**src/rtl/dscan_pkg.sv**
```systemverilog
package dscan_pkg;
    typedef enum logic [1:0] {
        ST_LIT   = 2'd0,
        ST_GUARD = 2'd1,
        ST_DARK  = 2'd2
    } scan_state_t;

    localparam logic [1:0] SEL_EVEN = 2'd0;
    localparam logic [1:0] SEL_ODD  = 2'd1;
    localparam logic [1:0] SEL_LAMP = 2'd2;
endpackage

```
**src/rtl/dscan_timer.sv**
```systemverilog
module dscan_timer #(
    parameter int NCOL  = 4,
    parameter int DWELL = 1024,
    parameter int GUARD = 8,
    localparam int CW   = (NCOL > 1) ? $clog2(NCOL) : 1,
    localparam int DCW  = (DWELL > 1) ? $clog2(DWELL) : 1
) (
    input  logic          clk,
    input  logic          rst,
    input  logic          run,
    output logic [CW-1:0] col,
    output logic [CW-1:0] col_next,
    output logic          advance,
    output logic          guard_entry,
    output logic          guard_zone
);
    logic [DCW-1:0] cnt_q;
    logic [CW-1:0]  col_q;

    assign col         = col_q;
    assign col_next    = (col_q == CW'(NCOL - 1)) ? '0 : col_q + CW'(1);
    assign advance     = run && (cnt_q == DCW'(DWELL - 1));
    assign guard_entry = run && (cnt_q == DCW'(DWELL - GUARD - 1));
    assign guard_zone  = (cnt_q >= DCW'(DWELL - GUARD));

    always_ff @(posedge clk) begin
        if (rst) begin
            cnt_q <= '0;
            col_q <= '0;
        end else if (advance) begin
            cnt_q <= '0;
            col_q <= col_next;
        end else if (run) begin
            cnt_q <= cnt_q + DCW'(1);
        end
    end

    AST_COL_HOLD: assert property (@(posedge clk) disable iff (rst)
        !advance |=> $stable(col_q));
    AST_CNT_FROZEN: assert property (@(posedge clk) disable iff (rst)
        !run |=> $stable(cnt_q));
endmodule

```
**src/rtl/dscan_wdog.sv**
```systemverilog
module dscan_wdog #(
    parameter int LIMIT = 8192,
    localparam int WW   = $clog2(LIMIT + 1)
) (
    input  logic clk,
    input  logic rst,
    input  logic kick,
    output logic trip_next,
    output logic tripped
);
    logic [WW-1:0] wd_q;

    assign tripped   = (wd_q == WW'(LIMIT));
    assign trip_next = !kick && (wd_q == WW'(LIMIT - 1));

    always_ff @(posedge clk) begin
        if (rst || kick) begin
            wd_q <= '0;
        end else if (!tripped) begin
            wd_q <= wd_q + WW'(1);
        end
    end

    AST_WD_RECOVER: assert property (@(posedge clk) disable iff (rst)
        kick |=> !tripped);
endmodule

```
**src/rtl/dscan_bank.sv**
```systemverilog
module dscan_bank
    import dscan_pkg::*;
#(
    parameter int NCOL  = 4,
    parameter int SEGW  = 7,
    parameter int LAMPW = 7,
    localparam int CW   = (NCOL > 1) ? $clog2(NCOL) : 1,
    localparam int DW   = (SEGW > LAMPW) ? SEGW : LAMPW
) (
    input  logic             clk,
    input  logic             rst,
    input  logic             wr_en,
    input  logic [CW-1:0]    wr_col,
    input  logic [1:0]       wr_sel,
    input  logic [DW-1:0]    wr_data,
    input  logic             load,
    input  logic [CW-1:0]    load_col,
    output logic [SEGW-1:0]  live_even,
    output logic [SEGW-1:0]  live_odd,
    output logic [LAMPW-1:0] live_lamp
);
    logic [SEGW-1:0]  even_arr [NCOL];
    logic [SEGW-1:0]  odd_arr  [NCOL];
    logic [LAMPW-1:0] lamp_arr [NCOL];

    for (genvar c = 0; c < NCOL; c++) begin : g_col
        logic [SEGW-1:0]  even_r;
        logic [SEGW-1:0]  odd_r;
        logic [LAMPW-1:0] lamp_r;
        logic             hit;

        assign hit = wr_en && (wr_col == CW'(c));

        always_ff @(posedge clk) begin
            if (rst) begin
                even_r <= '1;
                odd_r  <= '1;
                lamp_r <= '1;
            end else if (hit) begin
                unique case (wr_sel)
                    SEL_EVEN: even_r <= wr_data[SEGW-1:0];
                    SEL_ODD:  odd_r  <= wr_data[SEGW-1:0];
                    SEL_LAMP: lamp_r <= wr_data[LAMPW-1:0];
                    default:  ;
                endcase
            end
        end

        assign even_arr[c] = even_r;
        assign odd_arr[c]  = odd_r;
        assign lamp_arr[c] = lamp_r;
    end

    always_ff @(posedge clk) begin
        if (rst) begin
            live_even <= '1;
            live_odd  <= '1;
            live_lamp <= '1;
        end else if (load) begin
            live_even <= even_arr[load_col];
            live_odd  <= odd_arr[load_col];
            live_lamp <= lamp_arr[load_col];
        end
    end

    AST_LIVE_HOLD: assert property (@(posedge clk) disable iff (rst)
        !load |=> ($stable(live_even) && $stable(live_odd) && $stable(live_lamp)));
endmodule

```
**src/rtl/dscan_keys.sv**
```systemverilog
module dscan_keys #(
    parameter int NCOL = 4,
    parameter int NKEY = 6,
    localparam int CW  = (NCOL > 1) ? $clog2(NCOL) : 1,
    localparam int KMW = NCOL * NKEY
) (
    input  logic            clk,
    input  logic            rst,
    input  logic            sample,
    input  logic [CW-1:0]   col,
    input  logic [NKEY-1:0] key_in,
    output logic [KMW-1:0]  key_map
);
    for (genvar c = 0; c < NCOL; c++) begin : g_col
        logic [NKEY-1:0] map_r;

        always_ff @(posedge clk) begin
            if (rst) begin
                map_r <= '0;
            end else if (sample && (col == CW'(c))) begin
                map_r <= key_in;
            end
        end

        assign key_map[c*NKEY +: NKEY] = map_r;
    end

    AST_KEYS_HOLD: assert property (@(posedge clk) disable iff (rst)
        !sample |=> $stable(key_map));
endmodule

```
**src/rtl/disp_scan.sv**
```systemverilog
module disp_scan
    import dscan_pkg::*;
#(
    parameter int NCOL       = 4,
    parameter int NKEY       = 6,
    parameter int SEGW       = 7,
    parameter int LAMPW      = 7,
    parameter int DWELL      = 1024,
    parameter int GUARD      = 8,
    parameter int WD_PERIODS = 8,
    localparam int CW        = (NCOL > 1) ? $clog2(NCOL) : 1,
    localparam int AW        = CW + 2,
    localparam int DW        = (SEGW > LAMPW) ? SEGW : LAMPW,
    localparam int KMW       = NCOL * NKEY,
    localparam int WD_LIMIT  = WD_PERIODS * DWELL
) (
    input  logic             clk,
    input  logic             rst,
    input  logic             scan_run,
    input  logic             wr_en,
    input  logic [AW-1:0]    wr_addr,
    input  logic [DW-1:0]    wr_data,
    input  logic [NKEY-1:0]  key_in,
    output logic [NCOL-1:0]  strobe_n,
    output logic [SEGW-1:0]  seg_even_n,
    output logic [SEGW-1:0]  seg_odd_n,
    output logic [LAMPW-1:0] lamp_n,
    output logic [KMW-1:0]   key_map
);
    logic [CW-1:0]    col;
    logic [CW-1:0]    col_next;
    logic             advance;
    logic             guard_entry;
    logic             guard_zone;
    logic             trip_next;
    logic             wd_tripped;
    logic [SEGW-1:0]  live_even;
    logic [SEGW-1:0]  live_odd;
    logic [LAMPW-1:0] live_lamp;
    scan_state_t      state_q;
    scan_state_t      state_d;

    dscan_timer #(.NCOL(NCOL), .DWELL(DWELL), .GUARD(GUARD)) u_timer (
        .clk(clk), .rst(rst), .run(scan_run),
        .col(col), .col_next(col_next), .advance(advance),
        .guard_entry(guard_entry), .guard_zone(guard_zone)
    );

    dscan_wdog #(.LIMIT(WD_LIMIT)) u_wdog (
        .clk(clk), .rst(rst), .kick(advance),
        .trip_next(trip_next), .tripped(wd_tripped)
    );

    dscan_bank #(.NCOL(NCOL), .SEGW(SEGW), .LAMPW(LAMPW)) u_bank (
        .clk(clk), .rst(rst), .wr_en(wr_en),
        .wr_col(wr_addr[AW-1:2]), .wr_sel(wr_addr[1:0]), .wr_data(wr_data),
        .load(advance), .load_col(col_next),
        .live_even(live_even), .live_odd(live_odd), .live_lamp(live_lamp)
    );

    dscan_keys #(.NCOL(NCOL), .NKEY(NKEY)) u_keys (
        .clk(clk), .rst(rst), .sample(advance), .col(col),
        .key_in(key_in), .key_map(key_map)
    );

    always_ff @(posedge clk) begin
        if (rst) begin
            state_q <= ST_LIT;
        end else begin
            state_q <= state_d;
        end
    end

    always_comb begin
        state_d = state_q;
        unique case (state_q)
            ST_LIT: begin
                if (trip_next)        state_d = ST_DARK;
                else if (guard_entry) state_d = ST_GUARD;
            end
            ST_GUARD: begin
                if (trip_next)        state_d = ST_DARK;
                else if (advance)     state_d = ST_LIT;
            end
            ST_DARK: begin
                if (advance)          state_d = ST_LIT;
            end
            default:                  state_d = ST_LIT;
        endcase
    end

    always_comb begin
        strobe_n   = '1;
        seg_even_n = '1;
        seg_odd_n  = '1;
        lamp_n     = '1;
        unique case (state_q)
            ST_LIT: begin
                strobe_n   = ~(NCOL'(1) << col);
                seg_even_n = live_even;
                seg_odd_n  = live_odd;
                lamp_n     = live_lamp;
            end
            ST_GUARD: strobe_n = ~(NCOL'(1) << col);
            ST_DARK:  ;
            default:  ;
        endcase
    end

    AST_ONE_COLUMN: assert property (@(posedge clk) disable iff (rst)
        $onehot0(~strobe_n));
    AST_GUARD_BLANK: assert property (@(posedge clk) disable iff (rst)
        guard_zone |-> (&seg_even_n && &seg_odd_n && &lamp_n));
    AST_DARK_OFF: assert property (@(posedge clk) disable iff (rst)
        wd_tripped |-> (&strobe_n && &seg_even_n && &seg_odd_n && &lamp_n));
endmodule

```
**config.mk**
```make
export PLATFORM = sky130hd
export DESIGN_NAME = disp_scan
export DESIGN_NICKNAME = d
export VERILOG_FILES = /design/src/rtl/dscan_pkg.sv /design/src/rtl/dscan_timer.sv /design/src/rtl/dscan_wdog.sv /design/src/rtl/dscan_bank.sv /design/src/rtl/dscan_keys.sv /design/src/rtl/disp_scan.sv
export SDC_FILE = /design/constraint.sdc
export NUM_CORES = 1
export LEC_CHECK = 0
export BUFFER_PORTS_ARGS = -buffer_cell sky130_fd_sc_hd__buf_2
export CORE_MARGIN = 2
export CORE_UTILIZATION = 55
export CTS_CLUSTER_DIAMETER = 120
export CTS_CLUSTER_SIZE = 14
export DETAILED_ROUTE_END_ITERATION = 16
export HOLD_SLACK_MARGIN = 0.05
export MAX_ROUTING_LAYER = met4
export PLACE_DENSITY = 0.75
export SYNTH_ARGS = -nofsm -noshare
export SYNTH_HDL_FRONTEND = slang
export SYNTH_SLANG_ARGS = --single-unit
```
**constraint.sdc**
```tcl
create_clock -name clk -period 5 [get_ports clk]
set_input_delay 1 -clock clk [delete_from_list [all_inputs] [get_ports clk]]
set_output_delay 1 -clock clk [all_outputs]
set_load 0.05 [all_outputs]
```
After elaboration in Yosys (flattened, before gate mapping)
Index checks and enable logic that the tools add are counted.
- word-level logic and storage cells: 95
- register bits: 157
- muxes and demuxes: 19
- bitwise gates (word level): 2
- shift-type cells: 1
- $lt $le $gt $ge: 1
- reductions and logical operators: 31
- equal/unequal tests: 15
- $add $sub $neg: 3
- operator list (kind ; number):
    $mux W7 ; 9
    $bmux W7 S2 ; 3
    $reduce_and A2 Y1 ; 12
    $eq A10 B10 Y1 const B ; 2
    $add A14 B1 Y14 const B ; 1
    $eq A14 B13 Y1 const B ; 1
    $eq A14 B14 Y1 const B ; 1
    $eq A2 B2 Y1 const B ; 6
    $logic_and A1 B1 Y1 ; 11
    $add A10 B1 Y10 const B ; 1
    $mux W2 ; 5
    $eq A2 B1 Y1 const B ; 4
    $logic_not A2 Y1 ; 4
    $pmux W2 S3 ; 1
    $mux W4 ; 1
    $not A4 Y4 ; 1
    $reduce_or A2 Y1 ; 2
    $shl A1 B2 Y4 const A ; 1
    $ge A3 B3 Y1 const B ; 1
    $ne A3 B3 Y1 const B ; 1
    $not A2 Y3 ; 1
    $add A2 B1 Y2 const B ; 1
    $logic_not A1 Y1 ; 1
    $logic_or A1 B1 Y1 ; 1

Depth between registers and ports, before layout
Gate-level depths: netlist of the first run.
- depth in word-level cells: 6
- mapped depth: 7
- gate-level depth less buffers: 6

By module
A second synthesis of the first run with hierarchy kept.
- cells, all modules: 686
- area total of the unflattened synthesis: 7008.0 µm²
- modules (own cells, without submodules) (module ; area an instance (µm²) ; instances ; cells an instance):
    dscan_bank ; 4350.4 ; 1 ; 394
    dscan_keys ; 974.7 ; 1 ; 89
    dscan_wdog ; 804.5 ; 1 ; 94
    dscan_timer ; 619.3 ; 1 ; 71
    disp_scan ; 259.0 ; 1 ; 38

Worst setup path before layout of the first run
OpenSTA, ideal clock, no wires.
- path type: input port to flip-flop
- start point: in scan_run
- end point: reg u_timer.cnt_q[0]
- slack: 2765 ps
- data required time: 4883 ps
- arrival time: 2118 ps
- setup time: 117 ps
- path buffers: 3
- cell stages on the path: 7
- cells stage by stage: buf_2 > nand4_1 > nor3_4 > or2_1 > buf_2 > buf_2 > nor2_1
- cells in the longest elaborated chain, start to end: 2
- RTL lines (what ; line ; RTL):
    start, declared ; disp_scan.sv:19 ; input logic scan_run,
    $logic_and A1 B1 Y1 ; dscan_timer.sv:22 ; assign advance = run && (cnt_q == DCW'(DWELL - 1));
    $reduce_or A2 Y1 (no line) ; - ;
    end signal, assigned ; dscan_timer.sv:34 ; cnt_q <= cnt_q + DCW'(1);
    end, declared ; dscan_timer.sv:17 ; logic [DCW-1:0] cnt_q;
Parallel ways exist; a longest one is shown, timed or not.
A chain may end at the register's enable or synchronous reset.

Worst setup path after layout of the first run
- start point: in scan_run
- end point: reg u_bank.live_odd[0]
- cells in the longest elaborated chain, start to end: 1
- RTL lines (what ; line ; RTL):
    $logic_and A1 B1 Y1 ; dscan_timer.sv:22 ;
    end signal, assigned ; dscan_bank.sv:61 ; live_odd <= odd_arr[load_col];
    end, declared ; dscan_bank.sv:19 ; output logic [SEGW-1:0] live_odd,
No other way between the ends.

==> summary.txt, run 1 <==
Status: finished, final reports clean
Die H: 113 um
Starting DRT DRC Count: 460
Clk root buf: clkbuf_16
IO Port Bufs: 69
Starting density of the core: 57.0%
Crit Reg-Reg Endpoint: u_bank.live_odd[0]
Final nets: 735
DRC Markers: 0
Final antenna-violating net count: 0
Power density cells: 351 mW/mm^2
Gate power share: 3.8%
Reg-to-reg slack, setup: 2300 ps
Worst path required time: 5300 ps
Synth top area share: 47.7%
Final min period: 2840 ps
Die width: 113 um
Row count: 39
Critical path startpoint: scan_run
Leak pwr: 2.68 nW
Setup Viol. Count Final: 0
Seq/Total Area, Yosys: 47.7%
Ys flop type: dfxtp_1
Hold path cells: 2
Finished Cell Area: 0.00753 mm^2
DP Wirelength: 9560 um
Max_cap viols: 0
Worst r2r src: u_timer.cnt_q[1]
Synth Cell Area: 0.00659 mm^2
Wirelength, routed: 14,700 um
Synth Instances: 665
Via density per instance: 5.91
CP bufs+invs: 1
Commonest cells post-synth: 157 x dfxtp_1, 81 x a211o_1, 72 x nor2_1
Hold buffers post-CTS: 0
Fmax: 352 MHz
TritonCTS buffer count: 17
Drt pass-1 iters: 5
Clk_skew: 6.89 ps
Reg2reg path depth: 5
Hold Crit Start: u_keys.g_col[1].map_r[5]
Clock Tree Buf Depth: 2
Most frequent cell after synthesis: dfxtp_1
Hold WC Path Type: register to register
Worst slew margin: 25.5%
CP endpoint kind: register
Startpoint Class: primary input
Cell chain of the critical path: buf_2 -> nand4_1 -> nor3_4 -> nand2b_1 -> o22a_1
Crit path max-delay cell type: nor3_4
Largest area contributor in the synthesized netlist: dfxtp_1
Worst VDD drop: 0.268 mV
First-pass GRT wire length: 24,000 um
Initial antenna violation count: 1
YS warnings: 0
Final setup TNS: 0 ps
Setup bufs post-CTS: 0
Clk slew on worst S/H paths: 60 ps
Final GP Congestion: 0.819
Total die area: 0.0129 mm^2
Max incr delay on CP: 780 ps
Wirelength per Cell: 17.0 um
# H-tree levels: 4
Synth cell types: 35
Gr ovfl total: 0
Sequential power share: 48.5%
Syn_nets: 693
Layout fillers: 922
Slew @ Worst Pin: 1120 ps
Number of enable flip-flop cells after synthesis: 0
Final Max Tran Viols: 0
Worst Path Class, Setup: primary input to register
Largest net degree at the start of global routing: 111
Yosys reg bits: 157
Post-synth ARST share: 0%
Main area contributors after synthesis: dfxtp_1 48%, a211o_1 11%, mux4_2 7.2%
Post-placement cell area: 0.00694 mm^2
Worst hold slack: 448 ps
Mapped Avg Cell Area: 9.91 um^2
WHS Endpoint: u_keys.g_col[1].map_r[5]
Vias: 5,109
Crit Path Max Fanout: 28
CTS tree: yes
Worst-Skew Late Latency: 420 ps
Worst path arrival time: 3140 ps
Clk pwr share: 47.7%
RSZ-0062 raised after global routing: no
Int Pwr: 0.00208 W
Sw Ratio: 21.3%
GRT Resource Usage Total: 24.2%
Final Hold Vio Count: 0
P&R area growth vs syn: 14.3%
Ports: 70
Number of gates resized after cts: 0
Vias in the first global route: 4,914
Crit-path leading delay family: simple AND/OR/NAND/NOR gates
Net switching power: 0.000565 W
Period Utilization, post-route: 56.9%
CTS Sinks: 157
Core area: 0.0116 mm^2
Layout cells sized above 1: 17.8%
==> logic make-up after synthesis <==
kind of cell | count (synthesis) | synth area share (%)
compound gates | 130 | 15.7
simple gates | 263 | 20.8
flops | 157 | 47.7
mux | 26 | 7.94
xor+xnor | 20 | 2.66
buf+inv | 62 | 3.84
fa+ha+maj | 7 | 1.33
==> sequential cells by signal (all words and copies together) (netlist names) <==
register	flops
u_bank.g_col.lamp_r	28
u_bank.live_odd	7
u_timer.col	2
u_wdog.wd_q	14
u_bank.live_lamp	7
state_q	2
u_bank.g_col.even_r	28
u_timer.cnt_q	10
u_keys.g_col.map_r	24
u_bank.live_even	7
u_bank.g_col.odd_r	28
==> stage by stage <==
| step | util, % | cells | power, W | setup WS, ps |
|---|---|---|---|---|
| 2_1_floorplan | - | 665 | 0.00138 | 2760 |
| 3_3_place_gp | 60.0 | 831 | 0.00140 | 1850 |
| 3_5_place_dp | 60.0 | 831 | 0.00141 | 1730 |
| 4_1_cts | 65.1 | 863 | 0.00266 | 2170 |
| 5_1_grt | 65.1 | 864 | 0.00273 | 1920 |
| 6_report | 65.1 | 864 | 0.00265 | 2160 |
==> how the worst max path moves through the flow <==
stage / endpoint / slack (ps) / depth (start not counted)
finish: u_bank.live_odd[0] / 2160 / 5
global route: u_bank.live_odd[6] / 1920 / 5
CTS: u_bank.live_even[3] / 2170 / 5
detailed placement: u_bank.live_even[3] / 1730 / 5
global placement: u_bank.live_lamp[3] / 1850 / 5
floorplan: u_timer.cnt_q[0] / 2760 / 7
==> power groups by stage <==
stage / combinational, W / clock, W / sequential [W]
floorplan: 0.0000702 / 0 / 0.00131
global placement: 0.0000962 / 0 / 0.00131
detailed placement: 0.000100 / 0 / 0.00131
CTS: 0.000101 / 0.00128 / 0.00128
global route: 0.000112 / 0.00133 / 0.00128
finish: 0.000101 / 0.00126 / 0.00128
==> per-layer routing <==
layer | vias up | GRT usage [%] | share of wire, %
met5 | - | - | 0
li1 | 2479 | - | -
met4 | 0 | 6.91 | 1.1
met3 | 16 | 5.95 | 5.1
met1 | 2455 | 30.8 | 45
met2 | 159 | 38.9 | 49
==> cell usage in the layout (no fill, tap or decap), types with 3 or more instances in the layout <==
cell type   Yosys  layout
a211o_1        81      81
nand3_1        36      36
buf_4           2       5
and4_1          6       6
and3_1          3       3
mux4_2         21      21
nor2_1         72      71
clkbuf_8        0       3
or3_1          24      24
clkinvlp_4      0       4
o22a_1         21      21
ha_1            7       7
inv_1          12      12
nand3b_1        6       6
xnor2_1         6       6
clkbuf_16       0      17
nand4_1        10      10
nand2_1        35      35
a21oi_1        27      27
nand2b_1       12      12
nor3b_1         3       3
nor3_1          5       5
dfxtp_1       157     157
mux2i_1         5       5
nor2b_1        42      42
clkinv_2        0       3
xor2_1         14      14
buf_2          10      68
==> final cells by class <==
cell class	instances	area (um^2)	share of cell area [%]
Clock buffer	22	474	6.30
Antenna cell	1	2.50	0.0332
Sequential cell	157	3140	41.7
Tap cell	143	179	2.38
Inverter	12	45.0	0.598
Clock inverter	10	114	1.51
Timing Repair Buffer	73	378	5.02
Multi-Input combinational cell	446	3190	42.4
==> worst min-delay path, cell delays in order, from the launching register on <==
cell	delay, ps
dfxtp_1	300
nand2_1	50
a21oi_1	50
No activity file was read; power rests on OpenSTA's default activity.
==> run 2: changes to the inputs <==
- clock period: 5 -> 2.9 ns (I/O delays scaled with it)
==> run 2 against run 1 <==
Effect of this change:
- sequential cell count unchanged
- final cell count up 0.58%
- clock power up 77%
- total power up 75%
- global-route usage up 0.80 points
- first-iteration DRC count up 7.6%
- count of clock-buffer cells in the layout up 1
- wire length up 2.0%
- largest power group is now clock
- register-to-register slack worse by 1700 ps
- core utilization up 0.52 points
- sequential share of layout area down 0.33 points
- largest cell class unchanged
==> summary.txt, run 2 (synthesis results as in run 1) <==
Final min period: 2350 ps
Worst path required time: 3210 ps (was 5300 ps)
Total die area: 0.0129 mm^2 (unchanged)
Die H: 113 um (unchanged)
IO Port Bufs: 69 (unchanged)
Die width: 113 um (unchanged)
Status: finished, final reports clean (unchanged)
Worst VDD drop: 0.425 mV (was 0.268 mV)
WHS Endpoint: u_keys.g_col[1].map_r[2] (was u_keys.g_col[1].map_r[5])
Wirelength per Cell: 17.2 um (was 17.0 um)
Crit Reg-Reg Endpoint: u_bank.live_odd[4] (was u_bank.live_odd[0])
Hold Crit Start: u_keys.g_col[1].map_r[2] (was u_keys.g_col[1].map_r[5])
Worst path arrival time: 2650 ps (was 3140 ps)
Post-placement cell area: 0.00700 mm^2 (was 0.00694 mm^2)
Gr ovfl total: 0 (unchanged)
Vias: 5,139 (was 5,109)
Final Max Tran Viols: 0 (unchanged)
Regs by FF count: u_bank.g_col.even_r (28), u_bank.g_col.lamp_r (28), u_bank.g_col.odd_r (28) (unchanged)
Hold buffers post-CTS: 0 (unchanged)
Period Utilization, post-route: 80.9%
Starting density of the core: 57.0% (unchanged)
Clk_skew: 5.06 ps (was 6.89 ps)
Clk root buf: clkbuf_16 (unchanged)
Max incr delay on CP: 590 ps (was 780 ps)
P&R area growth vs syn: 15.2% (was 14.3%)
Hold path cells: 2 (unchanged)
Fmax: 426 MHz
Drt pass-1 iters: 5 (unchanged)
Starting DRT DRC Count: 495 (was 460)
Startpoint Class: register (was primary input)
Antenna cell count: 0 (was 1)
Power density cells: 609 mW/mm^2 (was 351 mW/mm^2)
Largest net degree at the start of global routing: 68 (was 111)
Slew @ Worst Pin: 836 ps (was 1120 ps)
Most frequent cells in the layout: 157 x dfxtp_1, 81 x a211o_1, 71 x nor2_1 (unchanged)
Layout fillers: 925 (was 922)
GRT Resource Usage Total: 25.0% (was 24.2%)
Crit Path Max Fanout: 21 (was 28)
Most common cell after layout, fill and taps aside: dfxtp_1 (unchanged)
Worst slew margin: 44.2% (was 25.5%)
Layout cells sized above 1: 18.3% (was 17.8%)
Worst Path Class, Setup: register to register (was primary input to register)
Final nets: 743 (was 735)
CP endpoint kind: register (unchanged)
Crit-path leading delay family: simple AND/OR/NAND/NOR gates (unchanged)
Leak pwr: 2.73 nW (was 2.68 nW)
Worst r2r src: u_timer.cnt_q[0] (was u_timer.cnt_q[1])
CP bufs+invs: 0 (was 1)
Via density per instance: 5.91 (about the same)
Vias in the first global route: 4,963 (was 4,914)
Row count: 39 (unchanged)
Reg2reg path depth: 5 (unchanged)
Final Hold Vio Count: 0 (unchanged)
WP depth: 5 (unchanged)
Crit path max-delay cell type: nand2b_1 (was nor3_4)
CTS Sinks: 157 (unchanged)
Setup bufs post-CTS: 0 (unchanged)
Ports: 70 (unchanged)
Clk slew on worst S/H paths: 60 ps (about the same)
Cell chain of the critical path: ha_1 -> nand4_1 -> nor3_4 -> nand2b_1 -> o22a_1 (was buf_2 -> nand4_1 -> nor3_4 -> nand2b_1 -> o22a_1)
CTS tree: yes (unchanged)
Layout Cells excl Fill: 869 (was 864)
Final antenna-violating net count: 0 (unchanged)
DP Cell Count: 839 (was 831)
FF/Latch Area: 0.00314 mm^2 (unchanged)
First-pass GRT wire length: 24,600 um (was 24,000 um)
Final setup TNS: 0 ps (unchanged)
Initial antenna violation count: 0 (was 1)
Finished Cell Area: 0.00759 mm^2 (was 0.00753 mm^2)
Number of gates resized after cts: 0 (unchanged)
TritonCTS buffer count: 17 (unchanged)
Final GP Congestion: 0.837 (was 0.819)
DP Wirelength: 9990 um (was 9560 um)
DRC Markers: 0 (unchanged)
Area of the multi-input gates: 0.00319 mm^2 (unchanged)
Clock Tree Buf Depth: 2 (unchanged)
Hold WC Path Type: register to register (unchanged)
Worst hold slack: 450 ps (was 448 ps)
Max_cap viols: 0 (unchanged)
Setup Viol. Count Final: 0 (unchanged)
# H-tree levels: 4 (unchanged)
Worst-Skew Late Latency: 420 ps (about the same)
Reg-to-reg slack, setup: 550 ps (was 2300 ps)
Wirelength, routed: 15,000 um (was 14,700 um)
RSZ-0062 raised after global routing: no (unchanged)
Core area: 0.0116 mm^2 (unchanged)
[run 2: cell types whose count changed in the layout (fill, tap and decap cells not counted)]
cell and delta:
buf_4 +8, clkinv_4 -1, diode_2 -1, bufinv_16 +1, clkinvlp_4 -3, clkbuf_1 +1
[run 2: per-stage QoR]
stage / utilization (%) / total power [W] / setup slack (ps)
CTS: 65.6 / 0.00464 / 541
floorplan: - / 0.00237 / 856
finish: 65.6 / 0.00462 / 554
global placement: 60.5 / 0.00243 / 556
global route: 65.6 / 0.00476 / 364
detailed placement: 60.5 / 0.00244 / 428
[run 2: worst max path at each step]
stage	from	endpoint	slack [ps]
floorplan	u_timer.col[0]	u_bank.live_lamp[0]	860
global placement	scan_run	u_bank.live_lamp[3]	560
detailed placement	scan_run	u_bank.live_odd[4]	430
CTS	u_timer.cnt_q[0]	u_bank.live_odd[4]	540
global route	u_timer.cnt_q[0]	u_bank.live_odd[4]	360
finish	u_timer.cnt_q[0]	u_bank.live_odd[4]	550
[run 2: worst min-delay path: cells and delay by family (launching register included)]
family | cells | cell delay [ps]
AO/OA/AOI/OAI | 1 | 50
flip-flops | 1 | 310
AND/OR/NAND/NOR | 1 | 50
[run 2: where the power goes]
group / switching, W / total, W / internal, W
clock network: 0.000824 / 0.00223 / 0.00141
registers: 0.0000217 / 0.00221 / 0.00219
logic: 0.000110 / 0.000179 / 0.0000692
total: 0.000955 / 0.00462 / 0.00367
[run 2: layer usage]
metal / vias to the layer above / track usage, % / routed length, um
li1: 2499 / - / -
met1: 2455 / 32.0 / 6760
met2: 158 / 39.6 / 7160
met3: 27 / 5.42 / 815
met4: 0 / 9.11 / 238
met5: - / - / 0
[run 2: cell type report]
cell class / count / share of cell area, %
Tap cell: 143 / 2.36
Clock inverter: 7 / 1.48
Multi-Input combinational cell: 446 / 42.1
Inverter: 12 / 0.593
Timing Repair Buffer: 81 / 5.77
Clock buffer: 23 / 6.30
Sequential cell: 157 / 41.4
==> run 3: changes to the inputs <==
- ABC_AREA: default -> 1
- CORE_UTILIZATION: 55 -> 53
- PLACE_DENSITY: 0.75 -> 0.76
- clock period: 2.9 -> 2.1 ns (I/O delays scaled with it)
==> run 3 against run 2 <==
Effect of this change:
- via count grew 25%
- sequential share of layout area decreased by 2.4 points
- core utilization fell by 4.0 points
- final cell count rose by 45%
- sequential cell count is the same
- worst hold slack lost 170 ps
- critical path depth did not move
- register-to-register slack worse by 270 ps
- clock skew fell by 1.5 ps
- die area increased by 10%
- synthesized cell count rose by 52%
- cell area grew 6.2%
- critical path type is now register to output port
- largest cell class unchanged
- highest routed layer unchanged
==> summary.txt, run 3 <==
Ports: 70 (unchanged)
Clk root buf: clkbuf_16 (unchanged)
DP Cell Count: 1,228 (was 839)
CP endpoint kind: output port (was register)
Slew @ Worst Pin: 737 ps (was 836 ps)
Regs by FF count: u_bank.g_col.even_r (28), u_bank.g_col.lamp_r (28), u_bank.g_col.odd_r (28) (unchanged)
TritonCTS buffer count: 17 (unchanged)
DRC Markers: 0 (unchanged)
Fmax: 496 MHz
Clock Tree Buf Depth: 2 (unchanged)
First-pass GRT wire length: 27,900 um (was 24,600 um)
Hold path cells: 3 (was 2)
Synth Cell Area: 0.00704 mm^2 (was 0.00659 mm^2)
Hold WC Path Type: primary input to register (was register to register)
Setup Viol. Count Final: 0 (unchanged)
Crit Path Max Fanout: 15 (was 21)
RSZ-0062 raised after global routing: no (unchanged)
Mapped Avg Cell Area: 6.96 um^2 (was 9.91 um^2)
Yosys reg bits: 157 (unchanged)
Leak pwr: 4.03 nW (was 2.73 nW)
Seq/Total Area, Yosys: 44.6% (was 47.7%)
Vias in the first global route: 5,526 (was 4,963)
Worst Path Class, Setup: register to output port (was register to register)
Final antenna-violating net count: 0 (unchanged)
Syn_nets: 1,039 (was 693)
Setup ws final: 85.0 ps (was 554 ps)
Worst VDD drop: 0.538 mV (was 0.425 mV)
Final nets: 1,101 (was 743)
Gr ovfl total: 0 (unchanged)
Status: finished, final reports clean (unchanged)
Wirelength per Cell: 13.3 um (was 17.2 um)
Final Hold Vio Count: 0 (unchanged)
Worst hold slack: 278 ps (was 450 ps)
Commonest cells post-synth: 368 x nand2_1, 157 x dfxtp_1, 148 x nand3_1 (was 157 x dfxtp_1, 81 x a211o_1, 72 x nor2_1)
Vias: 6,437 (was 5,139)
Layout cells sized above 1: 16.0% (was 18.3%)
CTS tree: yes (unchanged)
Worst-Skew Late Latency: 430 ps (was 420 ps)
Largest area contributor in the synthesized netlist: dfxtp_1 (unchanged)
Die H: 119 um (was 113 um)
Layout Cells excl Fill: 1,262 (was 869)
Starting density of the core: 53.8% (was 57.0%)
Row count: 42 (was 39)
YS warnings: 0 (unchanged)
Total die area: 0.0142 mm^2 (was 0.0129 mm^2)
Final GP Congestion: 0.842 (was 0.837)
DP Wirelength: 11,100 um (was 9990 um)
Core area: 0.0131 mm^2 (was 0.0116 mm^2)
Reg2reg path depth: 7 (was 5)
Period Utilization, post-route: 96.0%
Synth cell types: 27 (was 35)
Starting DRT DRC Count: 720 (was 495)
Worst path required time: 1680 ps (was 3210 ps)
Most common cell after layout, fill and taps aside: nand2_1 (was dfxtp_1)
Antenna cell count: 0 (unchanged)
Startpoint Class: register (unchanged)
Largest net degree at the start of global routing: 111 (was 68)
Worst slack at placement: 316 ps (was 428 ps)
Die width: 119 um (was 113 um)
Synth Instances: 1,011 (was 665)
Wirelength, routed: 16,800 um (was 15,000 um)
Number of enable flip-flop cells after synthesis: 0 (unchanged)
Final min period: 2010 ps
Worst path arrival time: 1590 ps (was 2650 ps)
Via density per instance: 5.10 (was 5.91)
Clk_skew: 3.54 ps (was 5.06 ps)
Most frequent cells in the layout: 367 x nand2_1, 157 x dfxtp_1, 148 x nand3_1 (was 157 x dfxtp_1, 81 x a211o_1, 71 x nor2_1)
Ys flop type: dfxtp_1 (unchanged)
Layout fillers: 1,224 (was 925)
# H-tree levels: 4 (unchanged)
Clk slew on worst S/H paths: 60 ps (about the same)
Initial antenna violation count: 0 (unchanged)
IO Port Bufs: 69 (unchanged)
P&R area growth vs syn: 14.5% (was 15.2%)
Worst slew margin: 50.8% (was 44.2%)
Area of the multi-input gates: 0.00339 mm^2 (was 0.00319 mm^2)
Main area contributors after synthesis: dfxtp_1 45%, nand2_1 20%, nand3_1 11% (was dfxtp_1 48%, a211o_1 11%, mux4_2 7.2%)
FF/Latch Area: 0.00314 mm^2 (unchanged)
Max_cap viols: 0 (unchanged)
Most frequent cell after synthesis: nand2_1 (was dfxtp_1)
GRT Resource Usage Total: 25.2% (was 25.0%)
Final setup TNS: 0 ps (unchanged)
Synth top area share: 44.6% (was 47.7%)
Post-synth ARST share: 0% (unchanged)
CTS Sinks: 157 (unchanged)
Power density cells: 767 mW/mm^2 (was 609 mW/mm^2)
Final Max Tran Viols: 0 (unchanged)
Drt pass-1 iters: 5 (unchanged)
## run 3: cell type report
cell class,count,share of cell area [%]
well taps,176,2.73
clock inverters,8,0.807
inverters,71,3.32
multi-input cells,740,42.1
flip-flops and latches,157,39.0
clock buffers,24,5.97
repair buffers,86,6.13
## run 3: per-stage QoR
stage          total power, W  cell area (um^2)  util (%)
3_3_place_gp          0.00336              7490      57.2
4_1_cts               0.00622              8040      61.4
5_1_grt               0.00639              8060      61.6
3_5_place_dp          0.00337              7490      57.2
6_report              0.00618              8060      61.6
2_1_floorplan         0.00328              7040         -
## run 3: repair_timing
item	4_1_cts	5_1_grt
setup endpoints to repair	14	14
hold buffers	0	0
resized for setup	2	4
setup buffers	0	2
## run 3: logic make-up after synthesis
logic type,count (synthesis),share of synthesized area (%)
flops,157,44.6
compound gates,49,4.60
simple gates,680,41.8
fa+ha+maj,7,1.24
xor+xnor,4,0.498
buf+inv,114,7.22
## run 3: per-layer routing
layer  share of wire, %  track usage [%]
met4                1.8             8.93
met5                  0                -
met3                6.4             4.93
met2                 44             35.3
met1                 48             36.1
## run 3: final timing paths
check | start | endpoint | slack (ps)
worst max-delay path | state_q[1] | seg_odd_n[5] | 90
worst min-delay path | key_in[3] | u_keys.g_col[1].map_r[3] | 280
worst max register to register | u_timer.col[0] | u_bank.live_even[0] | 280
worst min register to register | u_bank.g_col[2].even_r[6] | u_bank.g_col[2].even_r[6] | 450
## run 3: where the power goes
group          switching [W]  internal [W]
clock network        0.00117       0.00171
logic               0.000181     0.0000750
registers          0.0000283       0.00302
## run 3: critical path, stage by stage (launching register included)
cell	delay (ps)
dfxtp_1	310
inv_2	90
nand2_2	100
buf_6	170
or2_2	270
clkbuf_4	210
